[config.mk]
export PLATFORM = sky130hd
export DESIGN_NAME = hexa_mixer
export DESIGN_NICKNAME = d
export VERILOG_FILES = /design/src/rtl/hexmix_pkg.sv /design/src/rtl/hexmix_coef_rf.sv /design/src/rtl/hexmix_seq.sv /design/src/rtl/hexmix_mac.sv /design/src/rtl/hexa_mixer.sv
export SDC_FILE = /design/constraint.sdc
export NUM_CORES = 2
export LEC_CHECK = 0
export ABC_AREA = 0
export BUFFER_PORTS_ARGS = -buffer_cell sky130_fd_sc_hd__buf_2
export CAP_MARGIN = 20
export CELL_PAD_IN_SITES_DETAIL_PLACEMENT = 1
export CELL_PAD_IN_SITES_GLOBAL_PLACEMENT = 2
export CORE_AREA = 4 4 325 390
export CTS_BUF_LIST = sky130_fd_sc_hd__clkbuf_2 sky130_fd_sc_hd__clkbuf_4 sky130_fd_sc_hd__clkbuf_8
export DETAILED_ROUTE_END_ITERATION = 12
export DIE_AREA = 0 0 329 394
export PLACE_DENSITY = 0.88
export RECOVER_POWER = 100
export SYNTH_ARGS = -nofsm -noshare
export SYNTH_HDL_FRONTEND = slang
export SYNTH_SLANG_ARGS = --single-unit
[constraint.sdc]
create_clock -name clk -period 29.4 [get_ports clk]
set_clock_uncertainty 0.1 [all_clocks]
set_input_delay 4.41 -clock clk [delete_from_list [all_inputs] [get_ports clk]]
set_output_delay 4.41 -clock clk [all_outputs]
set_load 0.01 [all_outputs]
[src/rtl/hexmix_pkg.sv]
package hexmix_pkg;
   typedef enum logic [1:0] {
      AX_ROLL  = 2'd0,
      AX_PITCH = 2'd1,
      AX_YAW   = 2'd2,
      AX_SCALE = 2'd3
   } mix_step_e;

   function automatic int unsigned step_count(input int unsigned axes);
      return axes + 1;
   endfunction
endpackage

[src/rtl/hexmix_coef_rf.sv]
module hexmix_coef_rf #(
   parameter int NUM_MOTORS = 6,
   parameter int NUM_AXES   = 3,
   parameter int COEF_W     = 16,
   parameter int ADDR_W     = 5,
   parameter int MOT_W      = 3,
   parameter int STEP_W     = 2
) (
   input  logic                     clk,
   input  logic                     rst_n,
   input  logic                     we_i,
   input  logic [ADDR_W-1:0]        addr_i,
   input  logic signed [COEF_W-1:0] data_i,
   input  logic [MOT_W-1:0]         rd_motor_i,
   input  logic [STEP_W-1:0]        rd_axis_i,
   output logic signed [COEF_W-1:0] rd_coef_o
);
   logic signed [COEF_W-1:0] mem_q [NUM_MOTORS][NUM_AXES];

   always_ff @(posedge clk or negedge rst_n) begin
      if (!rst_n) begin
         for (int m = 0; m < NUM_MOTORS; m++)
            for (int a = 0; a < NUM_AXES; a++)
               mem_q[m][a] <= '0;
      end else if (we_i) begin
         for (int m = 0; m < NUM_MOTORS; m++)
            for (int a = 0; a < NUM_AXES; a++)
               if (addr_i == ADDR_W'(m * NUM_AXES + a))
                  mem_q[m][a] <= data_i;
      end
   end

   always_comb begin
      rd_coef_o = '0;
      for (int m = 0; m < NUM_MOTORS; m++)
         for (int a = 0; a < NUM_AXES; a++)
            if (rd_motor_i == MOT_W'(m) && rd_axis_i == STEP_W'(a))
               rd_coef_o = mem_q[m][a];
   end
endmodule

[src/rtl/hexmix_seq.sv]
module hexmix_seq #(
   parameter int NUM_MOTORS = 6,
   parameter int NUM_AXES   = 3,
   parameter int MOT_W      = 3,
   parameter int STEP_W     = 2
) (
   input  logic              clk,
   input  logic              rst_n,
   input  logic              start_i,
   output logic              accept_o,
   output logic              busy_o,
   output logic [MOT_W-1:0]  motor_o,
   output logic [STEP_W-1:0] step_o,
   output logic              first_o,
   output logic              scale_o,
   output logic              done_o
);
   localparam logic [MOT_W-1:0]  LAST_MOT   = MOT_W'(NUM_MOTORS - 1);
   localparam logic [STEP_W-1:0] SCALE_STEP = STEP_W'(NUM_AXES);

   logic              busy_q;
   logic [MOT_W-1:0]  motor_q;
   logic [STEP_W-1:0] step_q;

   assign accept_o = start_i && !busy_q;
   assign busy_o   = busy_q;
   assign motor_o  = motor_q;
   assign step_o   = step_q;
   assign first_o  = busy_q && (step_q == '0);
   assign scale_o  = busy_q && (step_q == SCALE_STEP);
   assign done_o   = scale_o && (motor_q == LAST_MOT);

   always_ff @(posedge clk or negedge rst_n) begin
      if (!rst_n) begin
         busy_q  <= 1'b0;
         motor_q <= '0;
         step_q  <= '0;
      end else if (accept_o) begin
         busy_q  <= 1'b1;
         motor_q <= '0;
         step_q  <= '0;
      end else if (busy_q) begin
         if (step_q == SCALE_STEP) begin
            step_q <= '0;
            if (motor_q == LAST_MOT) busy_q  <= 1'b0;
            else                     motor_q <= motor_q + 1'b1;
         end else begin
            step_q <= step_q + 1'b1;
         end
      end
   end
endmodule

[src/rtl/hexmix_mac.sv]
module hexmix_mac #(
   parameter int CMD_W    = 16,
   parameter int COEF_W   = 16,
   parameter int ACC_W    = 36,
   parameter int SHIFT    = 29,
   parameter bit SATURATE = 1'b1
) (
   input  logic                     clk,
   input  logic                     rst_n,
   input  logic                     en_i,
   input  logic                     first_i,
   input  logic                     scale_i,
   input  logic signed [COEF_W-1:0] coef_i,
   input  logic signed [CMD_W:0]    off_i,
   input  logic [CMD_W-1:0]         thrust_i,
   output logic [CMD_W-1:0]         res_o
);
   localparam int PROD_W = CMD_W + 1 + ACC_W;
   localparam logic signed [ACC_W-1:0]  ONE_ACC = {{(ACC_W-1){1'b0}}, 1'b1} << SHIFT;
   localparam logic signed [PROD_W-1:0] MAX_OUT = {{(PROD_W-CMD_W){1'b0}}, {CMD_W{1'b1}}};

   logic signed [ACC_W-1:0]  acc_q;
   logic signed [CMD_W:0]    mul_a;
   logic signed [ACC_W-1:0]  mul_b;
   logic signed [PROD_W-1:0] prod;
   logic signed [ACC_W-1:0]  prod_lo;
   logic signed [PROD_W-1:0] shifted;

   always_comb begin
      if (scale_i) begin
         mul_a = {1'b0, thrust_i};
         mul_b = acc_q;
      end else begin
         mul_a = off_i;
         mul_b = {{(ACC_W-COEF_W){coef_i[COEF_W-1]}}, coef_i};
      end
   end

   assign prod    = mul_a * mul_b;
   assign prod_lo = prod[ACC_W-1:0];
   assign shifted = prod >>> SHIFT;

   always_ff @(posedge clk or negedge rst_n) begin
      if (!rst_n)                acc_q <= '0;
      else if (en_i && !scale_i) acc_q <= (first_i ? ONE_ACC : acc_q) + prod_lo;
   end

   generate
      if (SATURATE) begin : g_sat
         always_comb begin
            if (shifted < 0)            res_o = '0;
            else if (shifted > MAX_OUT) res_o = '1;
            else                        res_o = shifted[CMD_W-1:0];
         end
      end else begin : g_wrap
         assign res_o = shifted[CMD_W-1:0];
      end
   endgenerate
endmodule

[src/rtl/hexa_mixer.sv]
module hexa_mixer #(
   parameter int CMD_W      = 16,
   parameter int COEF_W     = 16,
   parameter int COEF_FRAC  = 14,
   parameter int NUM_MOTORS = 6,
   parameter int NUM_AXES   = 3,
   parameter int ADDR_W     = 5,
   parameter bit SATURATE   = 1'b1
) (
   input  logic                        clk,
   input  logic                        rst_n,
   input  logic                        cmd_valid_i,
   input  logic [CMD_W-1:0]            roll_i,
   input  logic [CMD_W-1:0]            pitch_i,
   input  logic [CMD_W-1:0]            yaw_i,
   input  logic [CMD_W-1:0]            thrust_i,
   input  logic                        cfg_we_i,
   input  logic [ADDR_W-1:0]           cfg_addr_i,
   input  logic [COEF_W-1:0]           cfg_data_i,
   input  logic                        kill_i,
   output logic                        out_valid_o,
   output logic [NUM_MOTORS*CMD_W-1:0] motor_pwr_o
);
   localparam int MOT_W  = (NUM_MOTORS > 1) ? $clog2(NUM_MOTORS) : 1;
   localparam int STEP_W = $clog2(hexmix_pkg::step_count(NUM_AXES));
   localparam int SHIFT  = (CMD_W - 1) + COEF_FRAC;
   localparam int ACC_W  = CMD_W + COEF_W + $clog2(NUM_AXES) + 2;
   localparam logic signed [CMD_W:0] CENTER = {2'b01, {(CMD_W-1){1'b0}}};

   generate
      if (NUM_AXES != 3) begin : g_bad_axes
         $error("hexa_mixer: exactly three attitude axes are supported");
      end
      if (COEF_FRAC >= COEF_W) begin : g_bad_frac
         $error("hexa_mixer: COEF_FRAC must be below COEF_W");
      end
      if ((1 << ADDR_W) < NUM_MOTORS * NUM_AXES) begin : g_bad_addr
         $error("hexa_mixer: ADDR_W too narrow for the coefficient file");
      end
      if (NUM_MOTORS < 2) begin : g_bad_mot
         $error("hexa_mixer: NUM_MOTORS must be at least 2");
      end
   endgenerate

   logic              accept, busy, first, scale, done;
   logic [MOT_W-1:0]  motor;
   logic [STEP_W-1:0] step;
   logic signed [COEF_W-1:0] coef;
   logic signed [CMD_W:0]    off_q [NUM_AXES];
   logic signed [CMD_W:0]    off_sel;
   logic [CMD_W-1:0]         cmd_in [NUM_AXES];
   logic [CMD_W-1:0]         thr_q;
   logic [CMD_W-1:0]         res;
   logic [CMD_W-1:0]         work_q [NUM_MOTORS-1];
   logic [CMD_W-1:0]         pwr_q  [NUM_MOTORS];
   logic                     valid_q;

   assign cmd_in[0] = roll_i;
   assign cmd_in[1] = pitch_i;
   assign cmd_in[2] = yaw_i;

   hexmix_seq #(
      .NUM_MOTORS(NUM_MOTORS), .NUM_AXES(NUM_AXES), .MOT_W(MOT_W), .STEP_W(STEP_W)
   ) seq_i (
      .clk(clk), .rst_n(rst_n), .start_i(cmd_valid_i), .accept_o(accept),
      .busy_o(busy), .motor_o(motor), .step_o(step), .first_o(first),
      .scale_o(scale), .done_o(done)
   );

   hexmix_coef_rf #(
      .NUM_MOTORS(NUM_MOTORS), .NUM_AXES(NUM_AXES), .COEF_W(COEF_W),
      .ADDR_W(ADDR_W), .MOT_W(MOT_W), .STEP_W(STEP_W)
   ) rf_i (
      .clk(clk), .rst_n(rst_n), .we_i(cfg_we_i), .addr_i(cfg_addr_i),
      .data_i(cfg_data_i), .rd_motor_i(motor), .rd_axis_i(step), .rd_coef_o(coef)
   );

   always_ff @(posedge clk or negedge rst_n) begin
      if (!rst_n) begin
         for (int a = 0; a < NUM_AXES; a++) off_q[a] <= '0;
         thr_q <= '0;
      end else if (accept) begin
         for (int a = 0; a < NUM_AXES; a++) off_q[a] <= $signed({1'b0, cmd_in[a]}) - CENTER;
         thr_q <= thrust_i;
      end
   end

   always_comb begin
      off_sel = '0;
      for (int a = 0; a < NUM_AXES; a++)
         if (step == STEP_W'(a)) off_sel = off_q[a];
   end

   hexmix_mac #(
      .CMD_W(CMD_W), .COEF_W(COEF_W), .ACC_W(ACC_W), .SHIFT(SHIFT), .SATURATE(SATURATE)
   ) mac_i (
      .clk(clk), .rst_n(rst_n), .en_i(busy), .first_i(first), .scale_i(scale),
      .coef_i(coef), .off_i(off_sel), .thrust_i(thr_q), .res_o(res)
   );

   always_ff @(posedge clk or negedge rst_n) begin
      if (!rst_n) begin
         for (int m = 0; m < NUM_MOTORS - 1; m++) work_q[m] <= '0;
         for (int m = 0; m < NUM_MOTORS; m++)     pwr_q[m]  <= '0;
         valid_q <= 1'b0;
      end else begin
         valid_q <= done;
         for (int m = 0; m < NUM_MOTORS - 1; m++)
            if (scale && motor == MOT_W'(m)) work_q[m] <= res;
         if (done) begin
            for (int m = 0; m < NUM_MOTORS - 1; m++) pwr_q[m] <= work_q[m];
            pwr_q[NUM_MOTORS-1] <= res;
         end
      end
   end

   assign out_valid_o = valid_q;

   generate
      for (genvar m = 0; m < NUM_MOTORS; m++) begin : g_out
         assign motor_pwr_o[m*CMD_W +: CMD_W] = kill_i ? '0 : pwr_q[m];
      end
   endgenerate
endmodule

[Word-level counts from Yosys, hierarchy flattened]
Cells that the tools add are included.
Operators by class
  reduce and logical (&&, ||, !) cells: 54
  eq/ne operators: 26
  $add $sub $neg: 6
  multiply operators: 1
  $lt $le $gt $ge: 2
  mux-type cells: 43
Operators with widths (number)
  $mux W16: 26
  $mux W36: 2
  $mux W17: 4
  $mul A17 B36 Y53: 1
  $sub A16 B16 Y17 const B: 3
  $eq A5 B4 Y1 const B: 8
  $add A36 B36 Y36: 1
  $reduce_and A2 Y1: 18
  $logic_and A1 B1 Y1: 28
  $gt A24 B17 Y1 const B: 1
  $lt A24 B1 Y1 const B: 1
  $eq A5 B3 Y1 const B: 4
  $mux W3: 4
  $eq A5 B2 Y1 const B: 2
  $eq A5 B5 Y1 const B: 2
  $eq A3 B2 Y1 const B: 2
  $eq A3 B3 Y1 const B: 2
  $mux W2: 3
  $eq A5 B1 Y1 const B: 1
  $logic_not A5 Y1: 1
  $eq A2 B2 Y1 const B: 2
  $mux W1: 4
  $reduce_bool A2 Y1: 2
  $add A3 B1 Y3 const B: 1
  8 further kinds: 9
Storage, ports and cells
  logic and storage cells: 170
  register bits: 574
  bits of input ports: 90

[Logic depth before layout (Yosys ltp)]
  word-level depth: 25
  gate-level depth with buffers: 50

[Cells and area by module]
From an unflattened synthesis, not the netlist that was laid out.
Second synthesis, totals
  cell total of the unflattened synthesis: 4626
  area total of the unflattened synthesis: 48323.8 um2
Modules (own cells, without submodules)
  hexmix_mac: area each 24439.7 um2, instances 1, cells each 2821, sequential area each 900.9 um2
  hexmix_coef_rf: area each 13506.7 um2, instances 1, cells each 1109, sequential area each 7206.9 um2
  hexa_mixer: area each 9998.3 um2, instances 1, cells each 660, sequential area each 6030.8 um2
  hexmix_seq: area each 379.1 um2, instances 1, cells each 36, sequential area each 150.1 um2

[Least setup slack after synthesis]
No wires, ideal clock.
  kind: register to register
  start: reg seq_i.step_q[0], in the netlist seq_i.step_o[0]
  end: reg mac_i.acc_q[34]
  stages on the path, launching flop included: 43
  library setup time: 0.082 ns
  setup slack: 19.125 ns
  clock period less this slack: 10.275 ns
  arrival time: 10.093 ns
  cell sequence: dfrtp_1 inv_1 ha_1 or3b_2 clkbuf_1 a21oi_1 a211oi_1 o311ai_1 o21ai_0 o2111ai_1 a31oi_1 or3_1 a41oi_1 clkbuf_1 nand2_1 fa_1 fa_1 fa_1 [... 7 more ...] a21o_1 a21oi_1 o31a_4 inv_1 a21oi_1 o21bai_1 a21o_1 a21o_1 a21oi_1 xnor2_1 ha_1 nand4_1 or3_1 o21ai_0 a31oi_1 o311a_1 or3_1 a31oi_1
Between the ends
  longest elaborated chain between the ends: 23
  elaborated cells on any way between the ends: 52
  those cells by class: 1 x add/sub; 1 x mul; 3 x eq/ne; 24 x mux; 23 x reduce/logical
RTL lines
  start: declaration: RTL line hexmix_seq.sv:23  | logic [STEP_W-1:0] step_q;
  start signal: assignment: RTL line hexmix_seq.sv:48  | step_q <= step_q + 1'b1;
  $logic_not A2 Y1: RTL line hexmix_coef_rf.sv:37, hexmix_seq.sv:29, hexa_mixer.sv:91
  $logic_and A1 B1 Y1: RTL line hexmix_coef_rf.sv:37  | if (rd_motor_i == MOT_W'(m) && rd_axis_i == STEP_W'(a))
  $mux W16 (18 in series): RTL line hexmix_coef_rf.sv:37
  $mux W36: RTL line hexmix_mac.sv:30  | if (scale_i) begin
  $mul A17 B36 Y53: RTL line hexmix_mac.sv:39  | assign prod = mul_a * mul_b;
  $add A36 B36 Y36: RTL line hexmix_mac.sv:45  | else if (en_i && !scale_i) acc_q <= (first_i ? ONE_ACC : acc_q) + prod_lo;
  end signal: assignment: RTL line hexmix_mac.sv:45
  end: declaration: RTL line hexmix_mac.sv:22  | logic signed [ACC_W-1:0] acc_q;
Several ways; a longest one is shown, not always the timed one.
A chain may end at the register's enable or synchronous reset.

==> impl_metrics.json <==
{
  "maxCapViolCount": 23,
  "start_util_pct": 39.76,
  "ys_ff_latch": 571,
  "yosysWarnings": 0,
  "synthCells": 5307,
  "numCtsBuffers": 88,
  "startpoint_type": "primary input",
  "cp_slowest_stage_delay_ns": 6.41,
  "num_io_pins": 187,
  "wl_per_cell_microns": 22.91,
  "syn-num-nets": 6146,
  "synth_ff_type": "dfrtp_1",
  "cp_max_fo": 162,
  "synth_area_leader_cell": "dfrtp_1",
  "synth_cell_types": 83,
  "hold_class": "reg2reg",
  "setup_tns_ns": 0,
  "finalHoldViolCount": 0,
  "crit_type": "in2async",
  "postCtsSetupBuffers": 0,
  "status": "finished, violations left",
  "ctsResizeCount": 0,
  "crit_arrival_ns": 18.59,
  "drtIter0Drc": 2435,
  "grt_overflow": 0,
  "fmax_ghz": 0.05361,
  "grt_max_degree": 163,
  "synth_common_cells": "953 x nand2_1, 681 x inv_1, 583 x fa_1",
  "finalCriticalPeriod_ns": 18.65,
  "failed_checks": "capacitance limit, slew limit",
  "grtUsageMet3_pct": 2.565,
  "path_cells": "clkbuf_1, clkbuf_1, clkbuf_1",
  "cp.buffers_inverters": 3,
  "worstPathRequired_ns": 29.34,
  "grtUsageMet1_pct": 30.49,
  "grt_util_all_layers_pct": 25.17,
  "cts-root-buf": "clkbuf_8",
  "final_area_sq_um": 53070,
  "syn_to_final_growth_pct": 8.564,
  "dp_slack_ns": 16.01,
  "dieHeight_microns": 394,
  "grt_pass1_wl_microns": 254000,
  "die_w_microns": 329,
  "fin_crit_sh_pct": 63.44,
  "die-area_sq_um": 129600,
  "vias": 38780,
  "async_flop_share_pct": 100.0,
  "cpMostUsedCell": "clkbuf_1",
  "setup_slack_ns": 10.75,
  "grt-busiest-layer": "met2",
  "synthTopCellsByArea": "dfrtp_1 29%, fa_1 24%, nand2_1 7.3%",
  "drtPass1Iterations": 5,
  "hpwl_microns": 122200,
  "cts_max_level": 3,
  "worstSkewPairLatency_ns": 0.75,
  "core-area_sq_um": 123000,
  "setup_violations": 0,
  "postCtsHoldBufs": 0,
  "slowest_stage": "clkbuf_1",
  "cp_top_family": "buffers and inverters",
  "netlist.area_leader.share_pct": 29.23,
  "worstMarginPinSlew_ns": 8.667,
  "gp_congestion": 0.8780,
  "ant_nets": 0,
  "port_buffers": 186,
  "synth_most_common_cell": "nand2_1",
  "met2_usage_pct": 45.28,
  "antenna_found_initial": 4,
  "rsz0062_at_grt": "false",
  "drive_gt1_share_pct": 11.42,
  "slew_viol_final": 871,
  "drcViolationCount": 0,
  "vias_per_cell": 5.461,
  "relSlewSlack_pct": -477.8,
  "clk_pin_slew_ns": 0.07,
  "cts_tree": "done",
  "clockBufferDepth": 3,
  "synth-edff-count": 0,
  "drt-total-wl_microns": 162700,
  "cts.sinks": 571,
  "placementRows": 141,
  "syn_avg_cell_area_sq_um": 9.212,
  "dpl-instance-area_sq_um": 51490,
  "grt_pass1_vias": 43510,
  "seq_area_frac_synth_pct": 29.23,
  "endpoint_kind": "asynchronous set/reset pin",
  "final_net_count": 6221,
  "syn_area_sq_um": 48890
}
## tightest hold or removal path, stage by stage (launching register included)
cell and delay (ns):
dfrtp_1 0.35, nand2_1 0.05, nand2_1 0.05
## area by class of cell
type	instances	area, sq um
fillers	14350	69890
inverters	684	2567
flip-flops and latches	571	14290
clock buffers	136	1740
well taps	1644	2057
clock inverters	25	286.5
multi-input cells	3777	30820
repair buffers	260	1303
diodes	4	10.01
## cells by family (layout without fill, tap and decap cells)
logic type | count (synthesis) | after routing | synth area share (%)
buffers and inverters | 959 | 1105 | 7.440
AO/OA/AOI/OAI | 705 | 705 | 9.196
adder cells (fa/ha/maj) | 749 | 749 | 28.12
AND/OR/NAND/NOR | 1928 | 1928 | 17.40
XOR/XNOR | 84 | 84 | 1.505
other | 0 | 4 | 0
multiplexers | 311 | 311 | 7.110
flip-flops | 571 | 571 | 29.23
## stage by stage
stage	cells	util, %	hold WS, ns
after floorplan	5307	-	0.3379
after global placement	6934	41.87	0.3502
after detailed placement	6936	41.88	0.3550
after CTS	7097	43.53	0.3560
after global routing	7100	43.16	0.3911
final	7101	43.16	0.3523
## registers in the layout, summed over array words and instances (netlist names)
signal,flops
rf_i.mem_q,288
pwr_q,96
work_q,80
off_q,48
mac_i.acc_q,36
thr_q,16
seq_i.motor_o,3
seq_i.step_o,2
out_valid_o,1
seq_i.busy_o,1
## worst paths after layout
path                            slack, ns         endpoint  cells after the start            start
worst max-delay path                10.75  mac_i.acc_q[10]                      3            rst_n
worst min register to register       0.35        pwr_q[54]                      2       work_q[38]
min in group asynchronous            6.12  rf_i.mem_q[267]                      1            rst_n
max in group clk                    13.83       work_q[13]                     30  seq_i.step_o[0]
worst min-delay path                 0.35        pwr_q[54]                      2       work_q[38]
worst max register to register      13.83       work_q[13]                     30  seq_i.step_o[0]
## cells in the final DEF (no fill, tap or decap), types with 27 or more instances in the layout
cell      count
a31oi_1      29
xor2_1       28
clkbuf_1    119
xnor2_1      54
fa_1        583
nor3_1       39
dfrtp_1     571
a21o_1       48
buf_2        86
nor2b_1     135
mux2_2      288
nand2_1     952
o211ai_1     27
a211oi_1     30
and2_1       70
nand3_1      44
ha_1        163
nand2b_1     59
a21oi_1     164
nor2_1      514
o21ai_0     207
clkbuf_8    115
buf_4        54
inv_1       682
## routing by layer
layer  wire length, microns  part of all wire, %  up-vias
li1                       -                    -    17040
met1                  64440                   40    20410
met2                  83790                   52      979
met3                   6822                  4.2      355
met4                   7616                  4.7        0
met5                      0                    0        -
Power is not shown: default switching activity piles up to over one toggle a cycle in this logic, so the estimate is an artifact.
